File: src/rtl/wmf_pkg.sv
package wmf_pkg;

    // register byte addresses
    localparam logic [7:0] A_PUSH   = 8'hAC;
    localparam logic [7:0] A_POP    = 8'hB0;
    localparam logic [7:0] A_STAT   = 8'hB4;
    localparam logic [7:0] A_WMARK  = 8'hB8;
    localparam logic [7:0] A_EN_SND = 8'hBC;
    localparam logic [7:0] A_EN_RCV = 8'hC0;
    localparam logic [7:0] A_ICLR   = 8'hC4;
    localparam logic [7:0] A_IPEND  = 8'hC8;
    localparam logic [7:0] A_FLUSH  = 8'hCC;

    // pending event bit positions
    localparam int EV_FULL   = 2;
    localparam int EV_EMPTY  = 3;
    localparam int EV_WM_UP  = 4;
    localparam int EV_WM_DN  = 5;
    localparam int EV_OVF    = 6;
    localparam int EV_UDF    = 7;
    localparam int EV_NEMPTY = 8;
    localparam int EV_W      = 9;

    typedef struct packed {
        logic push;
        logic pop;
        logic flush;
    } fifo_op_t;

endpackage

File: src/rtl/wmf_store.sv
module wmf_store
    import wmf_pkg::*;
#(
    parameter int DEPTH = 32,
    parameter int WIDTH = 32,
    localparam int PTR_W = $clog2(DEPTH),
    localparam int LVL_W = $clog2(DEPTH + 1)
) (
    input  logic             clk,
    input  logic             rst_n,
    input  fifo_op_t         op,
    input  logic [WIDTH-1:0] wdata,
    output logic [WIDTH-1:0] head,
    output logic [LVL_W-1:0] level_q,
    output logic [LVL_W-1:0] level_d,
    output logic             full,
    output logic             empty,
    output logic             drop,
    output logic             miss
);

    typedef struct packed {
        logic [DEPTH-1:0][WIDTH-1:0] mem;
        logic [PTR_W-1:0]            wp;
        logic [PTR_W-1:0]            rp;
        logic [LVL_W-1:0]            lvl;
    } store_t;

    store_t st_d, st_q;
    logic [PTR_W-1:0] wp_inc, rp_inc;

    generate
        if (DEPTH == (1 << PTR_W)) begin : g_pow2
            assign wp_inc = st_q.wp + 1'b1;
            assign rp_inc = st_q.rp + 1'b1;
        end else begin : g_wrap
            assign wp_inc = (st_q.wp == PTR_W'(DEPTH - 1)) ? '0 : st_q.wp + 1'b1;
            assign rp_inc = (st_q.rp == PTR_W'(DEPTH - 1)) ? '0 : st_q.rp + 1'b1;
        end
    endgenerate

    assign full    = (st_q.lvl == LVL_W'(DEPTH));
    assign empty   = (st_q.lvl == '0);
    assign drop    = op.push && full && !op.flush;
    assign miss    = op.pop && empty && !op.flush;
    assign head    = empty ? '0 : st_q.mem[st_q.rp];
    assign level_q = st_q.lvl;
    assign level_d = st_d.lvl;

    always_comb begin
        st_d = st_q;
        if (op.flush) begin
            st_d.wp  = '0;
            st_d.rp  = '0;
            st_d.lvl = '0;
        end else if (op.push && !full) begin
            st_d.mem[st_q.wp] = wdata;
            st_d.wp           = wp_inc;
            st_d.lvl          = st_q.lvl + 1'b1;
        end else if (op.pop && !empty) begin
            st_d.rp  = rp_inc;
            st_d.lvl = st_q.lvl - 1'b1;
        end
    end

    always_ff @(posedge clk) begin
        if (!rst_n) st_q <= '0;
        else        st_q <= st_d;
    end

    AST_LEVEL_BOUND: assert property (@(posedge clk) disable iff (!rst_n) level_q <= LVL_W'(DEPTH));
    AST_OVF_DROP: assert property (@(posedge clk) disable iff (!rst_n) (op.push && full && !op.flush) |=> full);
    AST_FLUSH_EMPTY: assert property (@(posedge clk) disable iff (!rst_n) op.flush |=> empty);

endmodule

File: src/rtl/wmf_events.sv
module wmf_events
    import wmf_pkg::*;
#(
    parameter int DEPTH = 32,
    localparam int LVL_W = $clog2(DEPTH + 1)
) (
    input  logic             clk,
    input  logic             rst_n,
    input  logic [LVL_W-1:0] lvl_q,
    input  logic [LVL_W-1:0] lvl_d,
    input  logic [LVL_W-1:0] wm,
    input  logic             drop,
    input  logic             miss,
    input  logic             flush,
    input  logic [EV_W-1:0]  clr,
    output logic [EV_W-1:0]  pend,
    output logic             ovf_st,
    output logic             udf_st
);

    typedef struct packed {
        logic [EV_W-1:0] pend;
        logic            ovf;
        logic            udf;
    } ev_t;

    ev_t ev_d, ev_q;
    logic [EV_W-1:0] set;

    always_comb begin
        set            = '0;
        set[EV_FULL]   = (lvl_d == LVL_W'(DEPTH)) && (lvl_q != LVL_W'(DEPTH));
        set[EV_EMPTY]  = (lvl_d == '0) && (lvl_q != '0);
        set[EV_NEMPTY] = (lvl_q == '0) && (lvl_d != '0);
        set[EV_WM_UP]  = (lvl_q < wm) && (lvl_d >= wm);
        set[EV_WM_DN]  = (lvl_q >= wm) && (lvl_d < wm);
        set[EV_OVF]    = drop;
        set[EV_UDF]    = miss;

        ev_d      = ev_q;
        ev_d.pend = (ev_q.pend & ~clr) | set;
        ev_d.ovf  = flush ? 1'b0 : (ev_q.ovf | drop);
        ev_d.udf  = flush ? 1'b0 : (ev_q.udf | miss);
    end

    always_ff @(posedge clk) begin
        if (!rst_n) ev_q <= '0;
        else        ev_q <= ev_d;
    end

    assign pend   = ev_q.pend;
    assign ovf_st = ev_q.ovf;
    assign udf_st = ev_q.udf;

    AST_UDF_STICKY: assert property (@(posedge clk) disable iff (!rst_n) (udf_st && !flush) |=> udf_st);
    AST_EMPTY_EVT: assert property (@(posedge clk) disable iff (!rst_n) (lvl_q != '0 && lvl_d == '0) |=> pend[EV_EMPTY]);
    AST_WM_UP_EVT: assert property (@(posedge clk) disable iff (!rst_n) (lvl_q < wm && lvl_d >= wm) |=> pend[EV_WM_UP]);
    AST_CLR_WORKS: assert property (@(posedge clk) disable iff (!rst_n) (clr[EV_NEMPTY] && !(lvl_q == '0 && lvl_d != '0)) |=> !pend[EV_NEMPTY]);

endmodule

File: src/rtl/wmf_mailbox.sv
module wmf_mailbox
    import wmf_pkg::*;
#(
    parameter int DEPTH = 32,
    parameter int WIDTH = 32,
    localparam int LVL_W = $clog2(DEPTH + 1)
) (
    input  logic        clk,
    input  logic        rst_n,
    input  logic        bus_wr,
    input  logic        bus_rd,
    input  logic [7:0]  bus_addr,
    input  logic [31:0] bus_wdata,
    output logic [31:0] bus_rdata,
    output logic        irq_snd,
    output logic        irq_rcv
);

    typedef struct packed {
        logic [LVL_W-1:0] wm;
        logic [EV_W-1:0]  en_snd;
        logic [EV_W-1:0]  en_rcv;
    } regs_t;

    regs_t rg_d, rg_q;
    fifo_op_t op;
    logic [EV_W-1:0]  clr, pend;
    logic [WIDTH-1:0] head;
    logic [LVL_W-1:0] lvl_q, lvl_d;
    logic full, empty, drop, miss, ovf_st, udf_st;

    always_comb begin
        op.push  = bus_wr && (bus_addr == A_PUSH);
        op.pop   = bus_rd && (bus_addr == A_POP);
        op.flush = bus_wr && (bus_addr == A_FLUSH) && bus_wdata[0];
        clr      = (bus_wr && bus_addr == A_ICLR) ? bus_wdata[EV_W-1:0] : '0;
    end

    wmf_store #(.DEPTH(DEPTH), .WIDTH(WIDTH)) u_store (
        .clk(clk), .rst_n(rst_n), .op(op), .wdata(bus_wdata[WIDTH-1:0]),
        .head(head), .level_q(lvl_q), .level_d(lvl_d),
        .full(full), .empty(empty), .drop(drop), .miss(miss)
    );

    wmf_events #(.DEPTH(DEPTH)) u_events (
        .clk(clk), .rst_n(rst_n), .lvl_q(lvl_q), .lvl_d(lvl_d), .wm(rg_q.wm),
        .drop(drop), .miss(miss), .flush(op.flush), .clr(clr),
        .pend(pend), .ovf_st(ovf_st), .udf_st(udf_st)
    );

    always_comb begin
        rg_d = rg_q;
        if (bus_wr) begin
            unique case (bus_addr)
                A_WMARK:  rg_d.wm = (bus_wdata > 32'(DEPTH)) ? LVL_W'(DEPTH)
                                                             : bus_wdata[LVL_W-1:0];
                A_EN_SND: rg_d.en_snd = bus_wdata[EV_W-1:0];
                A_EN_RCV: rg_d.en_rcv = bus_wdata[EV_W-1:0];
                default:  ;
            endcase
        end
    end

    always_ff @(posedge clk) begin
        if (!rst_n) begin
            rg_q.wm     <= LVL_W'(DEPTH);
            rg_q.en_snd <= '0;
            rg_q.en_rcv <= '0;
        end else begin
            rg_q <= rg_d;
        end
    end

    always_comb begin
        bus_rdata = '0;
        unique case (bus_addr)
            A_POP:    bus_rdata = 32'(head);
            A_STAT:   bus_rdata = {27'd0, ovf_st, udf_st, empty, full, (lvl_q >= rg_q.wm)};
            A_WMARK:  bus_rdata = 32'(rg_q.wm);
            A_EN_SND: bus_rdata = 32'(rg_q.en_snd);
            A_EN_RCV: bus_rdata = 32'(rg_q.en_rcv);
            A_IPEND:  bus_rdata = 32'(pend);
            default:  bus_rdata = '0;
        endcase
    end

    assign irq_snd = |(pend & rg_q.en_snd);
    assign irq_rcv = |(pend & rg_q.en_rcv);

    AST_IRQ_QUIET: assert property (@(posedge clk) disable iff (!rst_n) (pend == '0) |-> (!irq_snd && !irq_rcv));
    AST_WM_KEEP: assert property (@(posedge clk) disable iff (!rst_n) (op.flush) |=> $stable(rg_q.wm));

endmodule

File: config.mk
export PLATFORM = sky130hd
export DESIGN_NAME = wmf_mailbox
export DESIGN_NICKNAME = d
export VERILOG_FILES = /design/src/rtl/wmf_pkg.sv /design/src/rtl/wmf_store.sv /design/src/rtl/wmf_events.sv /design/src/rtl/wmf_mailbox.sv
export SDC_FILE = /design/constraint.sdc
export NUM_CORES = 2
export LEC_CHECK = 0
export BUFFER_PORTS_ARGS = -buffer_cell sky130_fd_sc_hd__buf_2
export CAP_MARGIN = 20
export CORE_MARGIN = 10
export CORE_UTILIZATION = 65
export CTS_BUF_LIST = sky130_fd_sc_hd__clkbuf_2 sky130_fd_sc_hd__clkbuf_4 sky130_fd_sc_hd__clkbuf_8
export DETAILED_ROUTE_END_ITERATION = 7
export PLACE_DENSITY_LB_ADDON = 0.15
export SLEW_MARGIN = 20
export SYNTH_ARGS = -nofsm -noshare
export SYNTH_HDL_FRONTEND = slang
export SYNTH_SLANG_ARGS = --single-unit
File: constraint.sdc
create_clock -name clk -period 3.6 [get_ports clk]
set_clock_uncertainty 0.05 [all_clocks]
set_input_delay 0.72 -clock clk [delete_from_list [all_inputs] [get_ports clk]]
set_output_delay 0.72 -clock clk [all_outputs]
set_load 0.02 [all_outputs]
==> metrics.csv <==
metric,value,unit
ys_seq_area_share,43.1,%
power_density,420,nW/um^2
grt_pass1_vias,41400,
layout.nets,5450,
peakVddDrop,430,uV
grt_max_degree,181,
regArea,21500,sq um
rsz0062_at_grt,yes,
worstSetupPathType,flop to primary output,
core-area,76100,sq um
track_usage,36.3,%
gr-total-overflow,0,
timing.fmax,242,MHz
p_sw_share,22.6,%
finalHoldViolCount,0,
status,"complete, but fails checks",
crit_fanout,7,
htreeDepth,4,
wl_per_cell,25.4,um
ys_seq_elements,1075,
clkTransAtPathRegs,0.06,ns
tightestPinTransition,0.952,ns
crit_path_cell_trace,buf_12 > buf_16 > buf_12 > buf_16 > mux4_2 > mux4_2 > mux2i_4 > nor2_2 > buf_4,
nFillCells,5413,
syn_area,49900,sq um
startpoint_type,flop,
drtPass1Iterations,6,
p_total,23800,uW
insertion_delay,0.82,ns
io_buffers,77,
die_w,297,um
crit_slowest_cell,mux4_2,
dp_hpwl,95.2,mm
dr.first_iter.drc_count,5533,
min_period,4.14,ns
synth_edf_count,0,
drive_gt1_share,19.0,%
dieArea,88300,sq um
wl,166,mm
internal_power,18400,uW
num_vias,43100,
grt_first_pass_wirelength,250,mm
dp_cells,6195,
ff2ff_path_depth,12,
relSlewSlack,36.6,%
cts-hold-fix-buffers,0,
whs,0.249,ns
synth_area_leaders,"dfxtp_1, mux4_2, a21boi_0",
clock_sinks,1075,
layout_commonest_cell,nand2_1,
p_comb_share,2.7,%
dpl_worst_slack,0.180,ns
drcViolationCount,0,
clock_path_buffers,3,
cts_root_buf,clkbuf_8,
period_share,115,%
synth_area_leader_cell,dfxtp_1,
start_util,65.6,%
power.share.sequential,50.1,%
synth-async-reset-ratio,0,%
yosys_warnings,0,
p_switching,5380,uW
die_h,297,um
required,2.83,ns
cts_tree,done,
clkPwrFrac,47.2,%
violations,setup timing,
endpoint_kind,primary output,
yosysUniqueCellTypes,63,
area_growth,13.4,%
multi_input_area,26300,sq um
slew_violations,0,
synth_cells,5474,
io_pins,78,
cp.arrival,3.37,ns
syn-num-nets,5538,
critPathMaxStageDelay,0.56,ns
viasPerCell,6.58,
final-setup-viol-count,32,
hold_path_depth,3,
min_path_type,primary input to flop,
syn_area_per_cell,9.12,sq um
leakagePower,0.0181,uW
setup_ws,-0.537,ns
synth_top_area_share,43.1,%
rows,101,
cap_violations,0,
gp_congestion,0.900,
fin_cells,6550,
numCtsBuffers,173,
ys.flop_type,dfxtp_1,
antenna_found_initial,4,
mostFrequentLayoutCells,"nand2_1, dfxtp_1, a21boi_0, nand3_1, mux4_2",
final_antenna_net_count,0,
[registers in the layout, indices dropped and copies added (netlist names)]
name	cells
rg_q	24
u_events.ovf_st	1
u_events.pend	9
u_events.udf_st	1
u_store.level_q	6
u_store.st_q	1034
[worst max-delay path: cells and delay by family (launching register included)]
family / cells / cell delay [ns]
flops: 1 / 0.42
mux: 3 / 1.24
simple gates: 1 / 0.11
buf+inv: 5 / 0.75
[metrics by stage]
step                      utilization (%)  cell area (sq um)  setup TNS, ns
after global placement               67.9              51600              0
after global routing                 74.4              56600         -16.23
after floorplan                         -              49900              0
after detailed placement             67.9              51600              0
after CTS                            73.9              56200         -14.48
final                                74.4              56600         -14.63
[worst paths after layout]
kind,startpoint,to,slack (ns)
worst max-delay path,u_store.st_q[6],bus_rdata[18],-0.54
worst min register to register,u_store.st_q[882],u_store.st_q[882],0.40
worst max register to register,u_store.level_q[1],u_events.pend[4],0.42
worst min-delay path,bus_wr,rg_q[14],0.25
[final cells by class]
class / count / area share (%)
clock buffer: 281 / 6.01
sequential: 1075 / 38.0
tap: 1030 / 2.28
antenna: 2 / 0.00884
multi-input combinational: 3784 / 46.4
clock inverter: 26 / 0.491
inverter: 14 / 0.0928
timing repair buffer: 338 / 6.64
[power by group through the flow]
stage          Sequential (uW)  Clock, uW  Combinational, uW
2_1_floorplan            12200          0                436
3_3_place_gp             12200          0                621
3_5_place_dp             12200          0                615
4_1_cts                  11900      11200                617
5_1_grt                  11900      11800                657
6_report                 11900      11200                636
[cell usage after synthesis, drive strengths merged (4+ instances only)]
cell type,n
nand4,8
nor3,7
nor2,68
mux2i,56
buf,308
xor2,5
nor4,8
ha,20
a21boi,1028
clkbuf,293
and2,11
mux4,320
a222oi,9
and3,6
a21oi,10
nand2,1600
o211ai,6
nand3,524
dfxtp,1075
nor2b,26
a22o,4
inv,14
a22oi,12
xnor2,4
o21ai,10
nand4b,4
[cells by family after synthesis]
| logic type | Yosys count | share of synthesized area (%) |
|---|---|---|
| AOI/OAI and AO/OA | 1097 | 16.5 |
| adders and majority gates | 20 | 0.501 |
| and+or+nand+nor | 2281 | 19.1 |
| buffers and inverters | 615 | 5.06 |
| muxes | 377 | 15.6 |
| xor gates and xnor gates | 9 | 0.158 |
| DFF | 1075 | 43.1 |
[what timing repair did]
| action | in CTS | in global routing |
|---|---|---|
| setup endpoints to repair | 32 | 32 |
| gates cloned | 16 | 7 |
| setup buffers | 14 | 13 |
| resized for setup | 67 | 57 |
| pin swaps | 3 | 8 |
[routing by layer]
layer	vias up	global-route usage [%]	share of wire [%]
met5	-	0	0.0084
met1	20900	46.6	37
met4	2	21.5	5.9
met3	623	9.78	12
met2	2844	54.5	44
li1	18700	-	-
Power figures use the tool's default switching activity.
